### src/rtl/acpi_dec_pkg.sv
package acpi_dec_pkg;

    localparam int IO_AW   = 16;
    localparam int WIN_LG  = 7;
    localparam int BASE_W  = IO_AW - WIN_LG;
    localparam int CFG_AW  = 8;
    localparam int DW      = 32;
    localparam int BE_W    = DW / 8;
    localparam int SEL_W   = 3;
    localparam int NIRQ    = 7;
    localparam int EN_BIT  = 4;

    localparam logic [CFG_AW-1:0] OFS_BASE = 8'h40;
    localparam logic [CFG_AW-1:0] OFS_CTRL = 8'h44;
    localparam logic [IO_AW-1:0]  APM_CMD  = 16'h00B2;
    localparam logic [IO_AW-1:0]  APM_STS  = 16'h00B3;

    typedef struct packed {
        logic             en;
        logic [SEL_W-1:0] sel;
    } ctrl_t;

    typedef enum logic [1:0] {
        RSEL_NONE,
        RSEL_BASE,
        RSEL_CTRL
    } rsel_e;

    function automatic rsel_e decode_ofs(input logic [CFG_AW-1:0] a);
        if (a[CFG_AW-1:2] == OFS_BASE[CFG_AW-1:2])      return RSEL_BASE;
        else if (a[CFG_AW-1:2] == OFS_CTRL[CFG_AW-1:2]) return RSEL_CTRL;
        else                                            return RSEL_NONE;
    endfunction

    function automatic logic [DW-1:0] base_image(input logic [BASE_W-1:0] b);
        logic [DW-1:0] v;
        v = '0;
        v[IO_AW-1:WIN_LG] = b;
        v[0] = 1'b1;
        return v;
    endfunction

    function automatic logic [DW-1:0] ctrl_image(input ctrl_t c);
        logic [DW-1:0] v;
        v = '0;
        v[EN_BIT] = c.en;
        v[SEL_W-1:0] = c.sel;
        return v;
    endfunction

    // select code -> output index; valid=0 leaves all outputs low
    function automatic logic [NIRQ-1:0] sci_route(input logic [SEL_W-1:0] sel,
                                                  input logic apic,
                                                  input logic req);
        logic [NIRQ-1:0] v;
        v = '0;
        if (req) begin
            if (!sel[SEL_W-1]) begin
                if (sel != 3'd3) v[sel[1:0]] = 1'b1;
            end else if (apic) begin
                v[3 + int'(sel[1:0])] = 1'b1;
            end
        end
        return v;
    endfunction

endpackage

### src/rtl/pm_cfg_regs.sv
module pm_cfg_regs
    import acpi_dec_pkg::*;
(
    input  logic                clk,
    input  logic                rst,
    input  logic                wr,
    input  logic [CFG_AW-1:0]   addr,
    input  logic [BE_W-1:0]     be,
    input  logic [DW-1:0]       wdata,
    output logic [DW-1:0]       rdata,
    output logic [BASE_W-1:0]   base_q,
    output ctrl_t               ctrl_q
);
    rsel_e         rsel;
    logic [DW-1:0] base_cur;
    logic [DW-1:0] base_mrg;
    logic [DW-1:0] ctrl_cur;
    logic [DW-1:0] ctrl_mrg;

    assign rsel     = decode_ofs(addr);
    assign base_cur = base_image(base_q);
    assign ctrl_cur = ctrl_image(ctrl_q);

    for (genvar b = 0; b < BE_W; b++) begin : g_byte
        assign base_mrg[8*b +: 8] = be[b] ? wdata[8*b +: 8] : base_cur[8*b +: 8];
        assign ctrl_mrg[8*b +: 8] = be[b] ? wdata[8*b +: 8] : ctrl_cur[8*b +: 8];
    end

    always_ff @(posedge clk) begin
        if (rst) begin
            base_q <= '0;
            ctrl_q <= '0;
        end else if (wr) begin
            if (rsel == RSEL_BASE) base_q <= base_mrg[IO_AW-1:WIN_LG];
            if (rsel == RSEL_CTRL) begin
                ctrl_q.en  <= ctrl_mrg[EN_BIT];
                ctrl_q.sel <= ctrl_mrg[SEL_W-1:0];
            end
        end
    end

    always_comb begin
        case (rsel)
            RSEL_BASE: rdata = base_cur;
            RSEL_CTRL: rdata = ctrl_cur;
            default:   rdata = '0;
        endcase
    end

endmodule

### src/rtl/io_window_decode.sv
module io_window_decode
    import acpi_dec_pkg::*;
(
    input  logic [IO_AW-1:0]  io_addr,
    input  logic [BASE_W-1:0] base,
    input  logic              en,
    output logic              win_hit,
    output logic              apm_hit
);
    assign win_hit = en && (io_addr[IO_AW-1:WIN_LG] == base);
    assign apm_hit = (io_addr == APM_CMD) || (io_addr == APM_STS);
endmodule

### src/rtl/sci_steer.sv
module sci_steer
    import acpi_dec_pkg::*;
(
    input  logic [SEL_W-1:0] sel,
    input  logic             apic_en,
    input  logic             req,
    output logic [NIRQ-1:0]  irq
);
    assign irq = sci_route(sel, apic_en, req);
endmodule

### src/rtl/acpi_io_decode_top.sv
module acpi_io_decode_top
    import acpi_dec_pkg::*;
(
    input  logic              clk,
    input  logic              rst,
    input  logic              cfg_wr,
    input  logic [7:0]        cfg_addr,
    input  logic [3:0]        cfg_be,
    input  logic [31:0]       cfg_wdata,
    output logic [31:0]       cfg_rdata,
    input  logic [15:0]       io_addr,
    input  logic              apic_en,
    input  logic              sci_req,
    output logic              win_hit,
    output logic              apm_hit,
    output logic [6:0]        sci_irq
);
    logic [BASE_W-1:0] base_q;
    ctrl_t             ctrl_q;

    pm_cfg_regs i_regs (
        .clk    (clk),
        .rst    (rst),
        .wr     (cfg_wr),
        .addr   (cfg_addr),
        .be     (cfg_be),
        .wdata  (cfg_wdata),
        .rdata  (cfg_rdata),
        .base_q (base_q),
        .ctrl_q (ctrl_q)
    );

    io_window_decode i_dec (
        .io_addr (io_addr),
        .base    (base_q),
        .en      (ctrl_q.en),
        .win_hit (win_hit),
        .apm_hit (apm_hit)
    );

    sci_steer i_sci (
        .sel     (ctrl_q.sel),
        .apic_en (apic_en),
        .req     (sci_req),
        .irq     (sci_irq)
    );

endmodule

### config.mk
export PLATFORM = sky130hd
export DESIGN_NAME = acpi_io_decode_top
export DESIGN_NICKNAME = d
export VERILOG_FILES = /design/src/rtl/acpi_dec_pkg.sv /design/src/rtl/pm_cfg_regs.sv /design/src/rtl/io_window_decode.sv /design/src/rtl/sci_steer.sv /design/src/rtl/acpi_io_decode_top.sv
export SDC_FILE = /design/constraint.sdc
export NUM_CORES = 1
export LEC_CHECK = 0
export ABC_CLOCK_PERIOD_IN_PS = 2000
export BUFFER_PORTS_ARGS = -buffer_cell sky130_fd_sc_hd__buf_2
export CAP_MARGIN = 20
export CORE_ASPECT_RATIO = 1.5
export CORE_MARGIN = 5
export CORE_UTILIZATION = 41
export CTS_CLUSTER_SIZE = 8
export DETAILED_ROUTE_END_ITERATION = 12
export GPL_TIMING_DRIVEN = 0
export PLACE_DENSITY = 0.93
export SETUP_SLACK_MARGIN = 0.15
export SYNTH_ARGS = -nofsm -noshare
export SYNTH_HDL_FRONTEND = slang
export SYNTH_HIERARCHICAL = 1
export SYNTH_SLANG_ARGS = --single-unit
### constraint.sdc
create_clock -name clk -period 2 [get_ports clk]
set_clock_uncertainty 0.1 [all_clocks]
set_input_delay 0.3 -clock clk [delete_from_list [all_inputs] [get_ports clk]]
set_output_delay 0.3 -clock clk [all_outputs]
set_load 0.01 [all_outputs]
# Yosys cells after proc, flatten, opt, wreduce, memory -nomap -nowiden
# Index checks and enable logic that the tools add are counted.
# word_totals
in_bits	65
output_inout_bits	41
elab_cells	35
ff_bits	13
# classes
mux	11
magnitude_cmp	4
addsub	1
n_eq_ne	8
n_reduce_logical	7
# ops
cell	count
$eq A16 B8 Y1 const B	2
$ge A32 B1 Y1 const B	1
$lt A32 B5 Y1 const B	1
$pmux W16 S2	1
$mux W7	3
$eq A6 B5 Y1 const B	2
$eq A9 B9 Y1	1
$reduce_and A3 Y1	3
$lt A2 B4 Y1 const B	1
$mux W2	2
$mux W4	1
$add A2 B2 Y3 const A	1
$demux W1 S3	1
$logic_and A1 B1 Y1	3
$ne A3 B2 Y1 const B	1
$demux W1 S2	1
$eq A2 B1 Y1 const B	1
$eq A2 B2 Y1 const B	1
$ge A2 B1 Y1 const B	1
$mux W1	2
$logic_or A1 B1 Y1	1

# Longest topological paths before layout
# Gate-level depths: netlist of run 1.
# depth
ltp_word	8
mapped_depth	4
mapped_depth_nobuf	4

# By module
# The synthesis of run 1 kept the hierarchy.
# modules_own_cells
module	area_per_inst_um2	instances	seq_area_each_um2	cells_per_inst
pm_cfg_regs	908.4	1	260.2	99
sci_steer	148.9	1	0.0	22
io_window_decode	145.1	1	0.0	19

# Least setup slack after synthesis of run 1
# No wires, ideal clock.
# synth_timing
kind	input to output
from	in cfg_addr[5]
to	out cfg_rdata[0]
path_slack_ns	0.410
required_ns	1.600
arrival_time_ns	1.190
stages	3
path_buffers	0
cell_sequence	or3b_4 nor3_1 a21boi_1
# synth_via
elab_chain_len	5
elab_cells_between_ends	7
cone_classes	eq/ne (4); mux (3)
# synth_lines
item	line	source
from (decl)	acpi_io_decode_top.sv:7	input logic [7:0] cfg_addr,
$eq A6 B5 Y1	acpi_dec_pkg.sv:31	else if (a[CFG_AW-1:2] == OFS_CTRL[CFG_AW-1:2]) return RSEL_CTRL;
$mux W2	acpi_dec_pkg.sv:31	
$mux W2 *	acpi_dec_pkg.sv:30	if (a[CFG_AW-1:2] == OFS_BASE[CFG_AW-1:2]) return RSEL_BASE;
$eq A2 B2 Y1 / $eq A2 B1 Y1 (equally long branches)	pm_cfg_regs.sv:43	case (rsel)
$pmux W16 S2 *	pm_cfg_regs.sv:43	
to (decl)	acpi_io_decode_top.sv:10	output logic [31:0] cfg_rdata,
# Every way passes the cells marked *; elsewhere a longest branch is shown, timed or not.

# Worst setup path after layout of run 1
# layout_timing
from	in cfg_addr[4]
to	out cfg_rdata[9]
# The elaborated chain is that of the path after synthesis.

==> results by group, run 1 <==
Outcome
  • Run status: finished clean

Floorplanning
  • Row count: 24
  • Ports: 106
  • Die ar.: 4138 sq um
  • Starting density of the core: 0.4215
  • Die Wd: ~54 um
  • Core ar.: 2853 sq um
  • Die height: 76.33 um

Clocking
  • CTS tree: done
  • # clock sinks: 13
  • Clk pin slew, worst setup/hold paths: 0.05 ns
  • CTS H-tree lvls: 1
  • Clock Tree Buf Depth: 2
  • Latest clock arrival within the worst-skew pair: 0.23 ns
  • Root buffer cell: clkbuf_8
  • TritonCTS buffer count: 3

Logic synthesis
  • Top-area cell type share of the netlist area: 0.2164
  • Post-synth top area cell: dfxtp_1
  • Async SR Flop Fraction: 0
  • Post-synth top flop: dfxtp_1
  • Largest cells by area after synthesis: dfxtp_1 (22%), nand2b_1 (12%), buf_4 (12%)
  • Mapped cell area: 1202 sq um
  • Cells after synthesis: 140
  • Yosys warnings: 6
  • Mean Syn Cell Area: about 8.6 sq um
  • Count of different cell masters after synthesis: 35
  • Number of flops mapped to enable cells by yosys: 0
  • FF+latch count, synth: 13
  • Register area share after synthesis: 0.2164

Worst setup path
  • Crit path launch: cfg_addr[4]
  • CP delay by family, top: simple AND/OR/NAND/NOR gates
  • RR Startpoint: i_regs/base_q[0]
  • CP Max Fanout: 4
  • Setup slack, reg-to-reg: around 1.1 ns
  • FF-to-FF End: i_regs/base_q[0]
  • Dominant cell type by count on the critical path: buf_2
  • Largest stage delay, worst path: 0.41 ns
  • Crit-path cells: buf_8 -> or3b_4 -> nor4_4 -> buf_2 -> and2_1 -> buf_2
  • Crit path arrival time: 1.44 ns
  • Slowest-stage cell, CP: or3b_4
  • Worst Path Buf+Inv: 3
  • Kind of critical path: in2out
  • Reg2reg path depth: 3
  • CP required: 1.60 ns
  • Worst Setup Start Kind: input pin
  • Nature of the critical path endpoint: output pin

Run
  • Max Cap Viol: 0

STA
  • Final worst path period need: 1.844 ns
  • Final period util: 0.9221
  • Setup-failing EPs final: 0
  • F_max: 0.5422 GHz
  • Final setup TNS: 0 ns
  • RSZ-0062 raised after global routing: yes
  • Setup ws final: 0.1557 ns
  • Count of final hold-check violations: 0
  • Fin. max-slew vios: 0

Layout
  • Filler Cell Count: 270
  • NumNets Final: 297
  • Design area: 1753 sq um
  • Area delta synth->final: 45.79%
  • Ant diodes: 0
  • Final core utilization: 0.6145
  • Layout cells sized above 1: 0.4670

Detailed routing
  • First DRT Iteration DRCs: 8
  • WL/cell: around 12 um
  • 1st-pass router iterations: 2
  • DRC violations left: 0
  • ANT nets after route: 0
  • WL final: 3161 um
  • Vias: 1188
  • DR vias/cell: 4.466

Pwr
  • Pwr per Cell Area: 361.7 nW/um^2
  • Pwr Total: 634.0 uW
  • VDD IR max: 299.1 uV
  • Pleak: 0.0008507 uW

Global route
  • Vias in the first global route: 1208
  • Final global-route overflow total: 0
  • First-pass GRT wire length: 5023 um
  • Largest net degree at the start of global routing: 11
  • Initial antenna violation count: 0
  • GRT Total Usage: 0.1531

Place
  • DP Area: about 1600 sq um
  • Buffers on Ports: 62
  • Placer Congestion: 0.7550
  • Setup WS pre-CTS: 0.05486 ns
  • DPL Wire Length: 2621 um

Hold path
  • Endpoint, Worst Hold: i_regs/base_q[7]
  • Hold Path Origin: cfg_wdata[14]
  • Hold path cells: 3
  • Hold crit path type: in2reg
==> worst reg2reg max path: cells and delay by family, from the launching register on <==
kind | cells | cell delay [ns]
flip-flops | 1 | 0.38
AO/OA/AOI/OAI | 2 | 0.33
buffers and inverters | 1 | 0.06
==> per-stage QoR <==
| stage | hold slack (ns) | std cells |
|---|---|---|
| 2_1_floorplan | 0.3499 | 158 |
| 3_3_place_gp | 0.3743 | 259 |
| 3_5_place_dp | 0.3807 | 259 |
| 4_1_cts | 0.2158 | 264 |
| 5_1_grt | 0.2413 | 266 |
| 6_report | 0.2206 | 266 |
==> repair_timing <==
action / in CTS / in global routing
endpoints found under the setup margin: 14 / 15
setup buffers: 1 / 1
endpoints found under the hold margin: 0 / 0
gates cloned: 0 / 1
gates resized for setup: 2 / 16
pin swaps: 1 / 4
hold buffers: 0 / 0
==> final cells by class <==
type / count / area (sq um) / area share
repair buffers: 65 / 369.1 / 0.2106
flip-flops and latches: 13 / 265.3 / 0.1513
well taps: 39 / 48.80 / 0.02784
plain buffers: 23 / 166.4 / 0.09493
inverters: 4 / 15.01 / 0.008565
multi-input cells: 118 / 843.3 / 0.4811
clock buffers: 4 / 45.04 / 0.02570
==> worst max-delay path by stage <==
stage,end,slack (ns),cells past startpoint
after floorplan,cfg_rdata[0],0.41,3
after global placement,cfg_rdata[14],0.08,5
after detailed placement,cfg_rdata[11],0.05,5
after CTS,cfg_rdata[11],0.09,6
after global routing,cfg_rdata[10],0.10,6
final,cfg_rdata[9],0.16,6
==> metal layers <==
metal  vias up  wire length, um  GRT usage
met5         -                0          0
met4         0               42    0.04988
met3         4              308    0.02935
met2        55             1741     0.2830
met1       521             1069     0.1609
li1        608                -          -
==> report_power, final <==
group / leakage, uW / total, uW / switching (uW) / internal, uW
sequential: 0.000106 / 259 / 0.642 / 259
clock: 0.0000228 / 225 / 84.9 / 140
combinational: 0.000722 / 150 / 67.1 / 82.8
==> flip-flops by register name (all words and copies together) (netlist names) <==
| name | cells |
|---|---|
| i_regs/base_q | 9 |
| i_regs/ctrl_q | 4 |
==> cell usage after synthesis, types with 2 or more instances <==
cell type	number
nand2b_1	23
clkbuf_1	2
a31o_2	2
dfxtp_1	13
nor3_1	2
mux2i_1	11
nand2_1	6
ha_1	4
and3_1	3
xnor2_1	9
a21oi_1	3
and3_2	3
and2_1	12
buf_4	19
inv_1	4
nand4_1	5
==> layout by cell type, fill, tap and decap left out, types with 2 or more instances in the layout <==
cell	instances
and2_4	4
xnor2_1	9
a21oi_1	3
and2_1	8
nand4_1	5
nand2_1	6
and3_2	3
nand2b_1	23
mux2i_1	11
dfxtp_1	11
and3_1	3
clkbuf_8	3
conb_1	19
inv_1	4
a31o_2	2
buf_4	20
buf_6	6
clkbuf_1	3
ha_1	4
buf_2	59
==> cell families after synthesis <==
group / Yosys count / synth area share
other: 1 / 0.003119
and+or+nand+nor: 67 / 0.3871
adders and majority gates: 4 / 0.04162
AOI/OAI and AO/OA: 8 / 0.04370
muxes: 11 / 0.09157
DFF: 13 / 0.2164
xor gates and xnor gates: 9 / 0.06556
buffers and inverters: 27 / 0.1509
(Power assumes the default switching activity.)
==> run 2: changes to the inputs <==
Settings changed: CELL_PAD_IN_SITES_DETAIL_PLACEMENT set to 1, CELL_PAD_IN_SITES_GLOBAL_PLACEMENT set to 1, CORE_ASPECT_RATIO 1.5 to 0.7, CORE_UTILIZATION 41 to 27.
==> run 2 against run 1 <==
Net effect: sequential power hardly changed; utilization is 19 points lower; clock power is 3% higher; critical path type unchanged; sequential cell count stayed put.
==> results by group, run 2 (synthesis gave the netlist of run 1 again) <==
Clocking
  • TritonCTS buffer count: 3
  • Hold buffer count at CTS: 0
  • Latest clock arrival within the worst-skew pair: 0.23 ns
  • Clk pin slew, worst setup/hold paths: approximately 0.05 ns
  • CTS H-tree lvls: 1
  • CTS tree: done
  • Clock Tree Buf Depth: 2
  • # clock sinks: 13
  • Root buffer cell: clkbuf_8

Detailed routing
  • DRC violations left: 0
  • 1st-pass router iterations: 4
  • ANT nets after route: 0
  • First DRT Iteration DRCs: 39
  • WL/cell: about 15 um
  • DR vias/cell: 4.331
  • Vias: ~1200
  • WL final: 4115 um

Worst setup path
  • RR Startpoint: i_regs/ctrl_q[0]
  • Nature of the critical path endpoint: output pin
  • Reg2reg path depth: 3
  • Dominant cell type by count on the critical path: buf_6
  • CP Max Fanout: 5
  • CP required: 1.60 ns
  • Crit-path cells: buf_6 -> or3b_4 -> nor4_4 -> buf_4 -> and2_4 -> buf_6
  • Setup slack, reg-to-reg: ~1.1 ns
  • Worst setup path end: cfg_rdata[8]
  • Worst Setup Start Kind: input pin
  • Slowest-stage cell, CP: or3b_4
  • Largest stage delay, worst path: 0.41 ns
  • Crit path launch: cfg_addr[4]
  • FF-to-FF End: i_regs/ctrl_q[0]
  • Kind of critical path: in2out
  • Crit path arrival time: roughly 1.5 ns

Layout
  • Area delta synth->final: 51.82%
  • Multi-input logic area: between 800 and 900 sq um
  • Ant diodes: 0
  • Most common cell after layout, fill and taps aside: buf_2
  • Reg with most FFs: i_regs/base_q
  • NumNets Final: 296
  • Max reg flops: 9
  • Layout cells sized above 1: 0.4912
  • Filler Cell Count: between 500 and 600
  • Post-Layout Cell Count: 281
  • Sequential cell area in the final layout: 267.8 sq um
  • Most frequent cells in the layout: buf_2 (52), nand2b_1 (23), buf_4 (21)
  • Top Registers: i_regs/base_q x9, i_regs/ctrl_q x4

STA
  • Setup-failing EPs final: 0
  • F_max: 0.5372 GHz
  • Final period util: 0.9308
  • RSZ-0062 raised after global routing: yes
  • Final setup TNS: 0 ns
  • Count of final hold-check violations: 0
  • Final worst path period need: 1.862 ns
  • Setup ws final: roughly 0.14 ns
  • Fin. max-slew vios: 0

Place
  • Placed Instances: 275
  • Buffers on Ports: between 60 and 70
  • Placer Congestion: 0.7809
  • DPL Wire Length: 3239 um
  • Setup WS pre-CTS: 0.08214 ns

Run
  • Max Cap Viol: 0

Floorplanning
  • Core ar.: approximately 4300 sq um
  • Die ar.: 5909 sq um
  • Ports: 106
  • Die height: about 66 um
  • Row count: 20
  • Die Wd: 89.76 um
  • Starting density of the core: 0.2777

Pwr
  • Pwr per Cell Area: 352.3 nW/um^2
  • Pleak: 0.0008618 uW
  • VDD IR max: 240.1 uV

Global route
  • GRT Total Usage: 0.1183
  • Initial antenna violation count: 0
  • Largest net degree at the start of global routing: 11
  • Vias in the first global route: 1239
  • Final global-route overflow total: 0
  • First-pass GRT wire length: 5920 um

Outcome
  • Run status: finished clean

Hold path
  • Hold crit path type: in2reg
-- run 2: worst min-delay path by stage --
stage,start,end,slack (ns),depth (start not counted)
final,cfg_wdata[0],i_regs/ctrl_q[0],0.21,3
after global routing,cfg_wdata[12],i_regs/base_q[5],0.23,3
after CTS,cfg_wdata[0],i_regs/ctrl_q[0],0.21,3
after detailed placement,i_regs/base_q[4],i_regs/base_q[4],0.41,2
after global placement,i_regs/base_q[3],i_regs/base_q[3],0.39,2
after floorplan,cfg_wdata[7],i_regs/base_q[0],0.35,2
-- run 2: timing repair --
action | 4_1_cts | 5_1_grt
resized for setup | 2 | 29
setup endpoints to repair | 13 | 15
cloned | 0 | 1
setup buffers | 1 | 0
pin swaps | 1 | 5
-- run 2: worst max-delay path, delay by kind of cell --
family,cells,cell delay (ns)
buffers and inverters,3,0.40
AND/OR/NAND/NOR,3,0.75
-- run 2: metrics by stage --
step,hold WS (ns),power [uW],util,cell area (sq um)
floorplan,0.3499,347.3,-,1270
global placement,0.3940,405.7,0.3809,1649
detailed placement,0.4094,409.8,0.3809,1649
CTS,0.2112,645.6,0.3936,1704
global route,0.2350,672.6,0.4217,1826
finish,0.2139,643.1,0.4217,1826
-- run 2: area by class of cell --
cell class / count / share of cell area
tap: 55 / 0.03770
clock buffer: 4 / 0.02467
multi-input combinational: 118 / 0.4757
inverter: 4 / 0.008225
timing repair buffer: 64 / 0.2159
sequential: 13 / 0.1467
buffer: 23 / 0.09116
-- run 2: layer usage --
layer	up-vias	share of wire	routed length [um]	GRT usage
li1	609	-	-	-
met1	570	0.42	1722	0.1432
met2	34	0.50	2078	0.1989
met3	4	0.069	282	0.04437
met4	0	0.0075	31	0.03019
met5	-	0	0	0
-- run 2: power by group --
group	switching, uW	total, uW	internal [uW]
sequential	0.827	258	257
combinational	72.0	154	81.5
clock	91.2	232	140
total	164	643	479
==> run 3: changes to the inputs <==
Settings changed: ABC_AREA set to 1, CORE_UTILIZATION 27 to 25, PLACE_DENSITY 0.93 to 0.92.
==> run 3 against run 2 <==
Net effect: total power increased by 1.8%; global-route usage increased by 1.2 points; register-to-register slack improved by 0.10 ns; sequential cell count is the same; critical path depth increased by 1; cell count up 39%; clock power hardly changed; clock-buffer cell count unchanged; non-clock buffer count shrank 2; highest routed layer unchanged.
==> results by group, run 3 <==
Outcome
  • Run status: finished clean

Worst setup path
  • CP required: 1.60 ns
  • Worst Setup Start Kind: register
  • CP Max Fanout: 5
  • Nature of the critical path endpoint: output pin
  • Setup slack, reg-to-reg: 1.15 ns
  • Kind of critical path: reg2out
  • Crit path arrival time: 1.39 ns

Pwr
  • Pwr per Cell Area: 352.5 nW/um^2
  • Pint: roughly 470 uW
  • VDD IR max: 169.2 uV
  • Combinational share of power: 0.250
  • NetSw: 181.9 uW
  • Clk network pwr share: 0.355
  • Pleak: between 0.001 and 0.0015 uW
  • Sw Share: 0.2778
  • Sequential Power Share: 0.395

Place
  • Placer Congestion: 0.7689
  • DPL Wire Length: between 3000 and 4000 um
  • Buffers on Ports: between 60 and 70
  • Placed Instances: 385
  • DP Area: 1768 sq um

Logic synthesis
  • Cells after synthesis: between 200 and 250
  • Async SR Flop Fraction: 0
  • Number of flops mapped to enable cells by yosys: 0
  • Mapped cell area: 1300 sq um
  • Largest cells by area after synthesis: dfxtp_1 (20%), nor2_1 (16%), inv_1 (15%)
  • Count of different cell masters after synthesis: 20
  • Post-synth top flop: dfxtp_1
  • Top-area cell type share of the netlist area: 0.2002
  • Synth top cells by count: nor2_1 (55), inv_1 (53), nand2_1 (48)
  • Register area share after synthesis: 0.2002
  • Post-synth top area cell: dfxtp_1
  • Mean Syn Cell Area: 5.579 sq um
  • Count leader, synth: nor2_1
  • Yosys warnings: 6
  • FF+latch count, synth: 13

STA
  • Fin. max-slew vios: 0
  • Final period util: 0.8971
  • F_max: 0.5573 GHz
  • Final worst path period need: roughly 1.8 ns
  • Final setup TNS: 0 ns
  • Count of final hold-check violations: 0
  • Hold_ws: ~0.23 ns
  • RSZ-0062 raised after global routing: yes
  • Setup-failing EPs final: 0

Layout
  • Final core utilization: 0.3607
  • Max reg flops: 9
  • Top Registers: i_regs/base_q x9, i_regs/ctrl_q x4
  • Area delta synth->final: 42.83%
  • Reg with most FFs: i_regs/base_q
  • Ant diodes: 0
  • Filler Cell Count: 723
  • Most common cell after layout, fill and taps aside: buf_2
  • Post-Layout Cell Count: 391
  • NumNets Final: 389
  • Most frequent cells in the layout: buf_2 (63), nor2_1 (54), inv_1 (50)
  • Layout cells sized above 1: 0.3292
  • Design area: around 1900 sq um

Detailed routing
  • DR vias/cell: about 4.0
  • DRC violations left: 0
  • WL final: 4418 um
  • WL/cell: between 10 and 15 um
  • 1st-pass router iterations: 4
  • Vias: 1563
  • First DRT Iteration DRCs: between 40 and 50
  • ANT nets after route: 0

Clocking
  • # clock sinks: 13
  • Root buffer cell: clkbuf_8
  • Clock Tree Buf Depth: 2
  • TritonCTS buffer count: 3
  • Latest clock arrival within the worst-skew pair: 0.24 ns
  • CTS tree: done
  • Hold buffer count at CTS: 0
  • CTS H-tree lvls: 1
  • Clk pin slew, worst setup/hold paths: approximately 0.060 ns

Floorplanning
  • Core ar.: ~5100 sq um
  • Die ar.: about 6800 sq um
  • Row count: 22
  • Ports: 106
  • Die Wd: about 96 um
  • Die height: 70.33 um
  • Starting density of the core: 0.2526

Global route
  • Vias in the first global route: 1642
  • Initial antenna violation count: 0
  • Largest net degree at the start of global routing: 11
  • First-pass GRT wire length: 7058 um
  • Final global-route overflow total: 0
  • GRT Total Usage: 0.1299

Hold path
  • Hold crit path type: in2reg

Run
  • Max Cap Viol: 0
run 3: changes by cell type after synthesis, moves of 12 or more:
cell / delta
nand2_1: +42
and2_1: -12
nor2_1: +54
nand2b_1: -23
nand3_1: +12
inv_1: +49
run 3: path summary, 6_finish.rpt:
check | end | startpoint | cells past startpoint
max reg2reg | i_regs/ctrl_q[0] | i_regs/ctrl_q[0] | 3
max | sci_irq[1] | i_regs/ctrl_q[1] | 7
min reg2reg | i_regs/base_q[8] | i_regs/base_q[8] | 2
min | i_regs/ctrl_q[0] | rst | 4
run 3: through the flow:
stage / total power [uW] / worst slack, ns
6_report: 654.6 / 0.2058
5_1_grt: 691.8 / 0.1194
4_1_cts: 657.0 / 0.1545
3_5_place_dp: 427.2 / 0.2694
3_3_place_gp: 422.1 / 0.3292
2_1_floorplan: 364.3 / 0.4786
run 3: power groups by stage:
stage                     Sequential, uW  Combinational [uW]  Clock [uW]
final                                259                 163         232
after global routing                 259                 185         248
after CTS                            260                 161         236
after detailed placement             267                 160           0
after global placement               267                 155           0
after floorplan                      267                97.7           0
run 3: layout make-up:
class,instances,area [sq um],share of cell area
clock buffers,4,45.04,0.02426
repair buffers,64,325.3,0.1752
inverters,53,201.4,0.1085
well taps,72,90.09,0.04852
multi-input cells,164,775.7,0.4178
plain buffers,21,151.4,0.08154
flip-flops and latches,13,267.8,0.1442
run 3: repair_timing:
item | 4_1_cts | 5_1_grt
gates resized for setup | 3 | 8
endpoints found under the setup margin | 3 | 1
buffers inserted | 1 | 1
pin swaps | 0 | 4
run 3: cells by family (layout without fill, tap and decap cells):
logic type / after synthesis / after routing / share of synthesized area
flip-flops: 13 / 13 / 0.2002
buffers and inverters: 74 / 142 / 0.2695
adder cells (fa/ha/maj): 4 / 4 / 0.03850
AND/OR/NAND/NOR: 134 / 134 / 0.4562
AO/OA/AOI/OAI: 5 / 5 / 0.01925
other: 1 / 19 / 0.002885
XOR/XNOR: 2 / 2 / 0.01348
run 3: per-layer routing:
metal  part of all wire  vias up  wire [um]  track usage
met3              0.067       11        295      0.04413
met2               0.48       43       2137       0.2211
met1               0.43      695       1902       0.1538
li1                   -      814          -            -
met4              0.019        0         82      0.03312
met5                  0        -          0            0
run 3: worst max-delay path: stages, from the launching register on:
cell and delay (ns):
dfxtp_4 0.37, inv_4 0.04, ha_4 0.26, inv_2 0.03
nor2_2 0.10, nand2_1 0.07, a21oi_2 0.13, buf_2 0.14
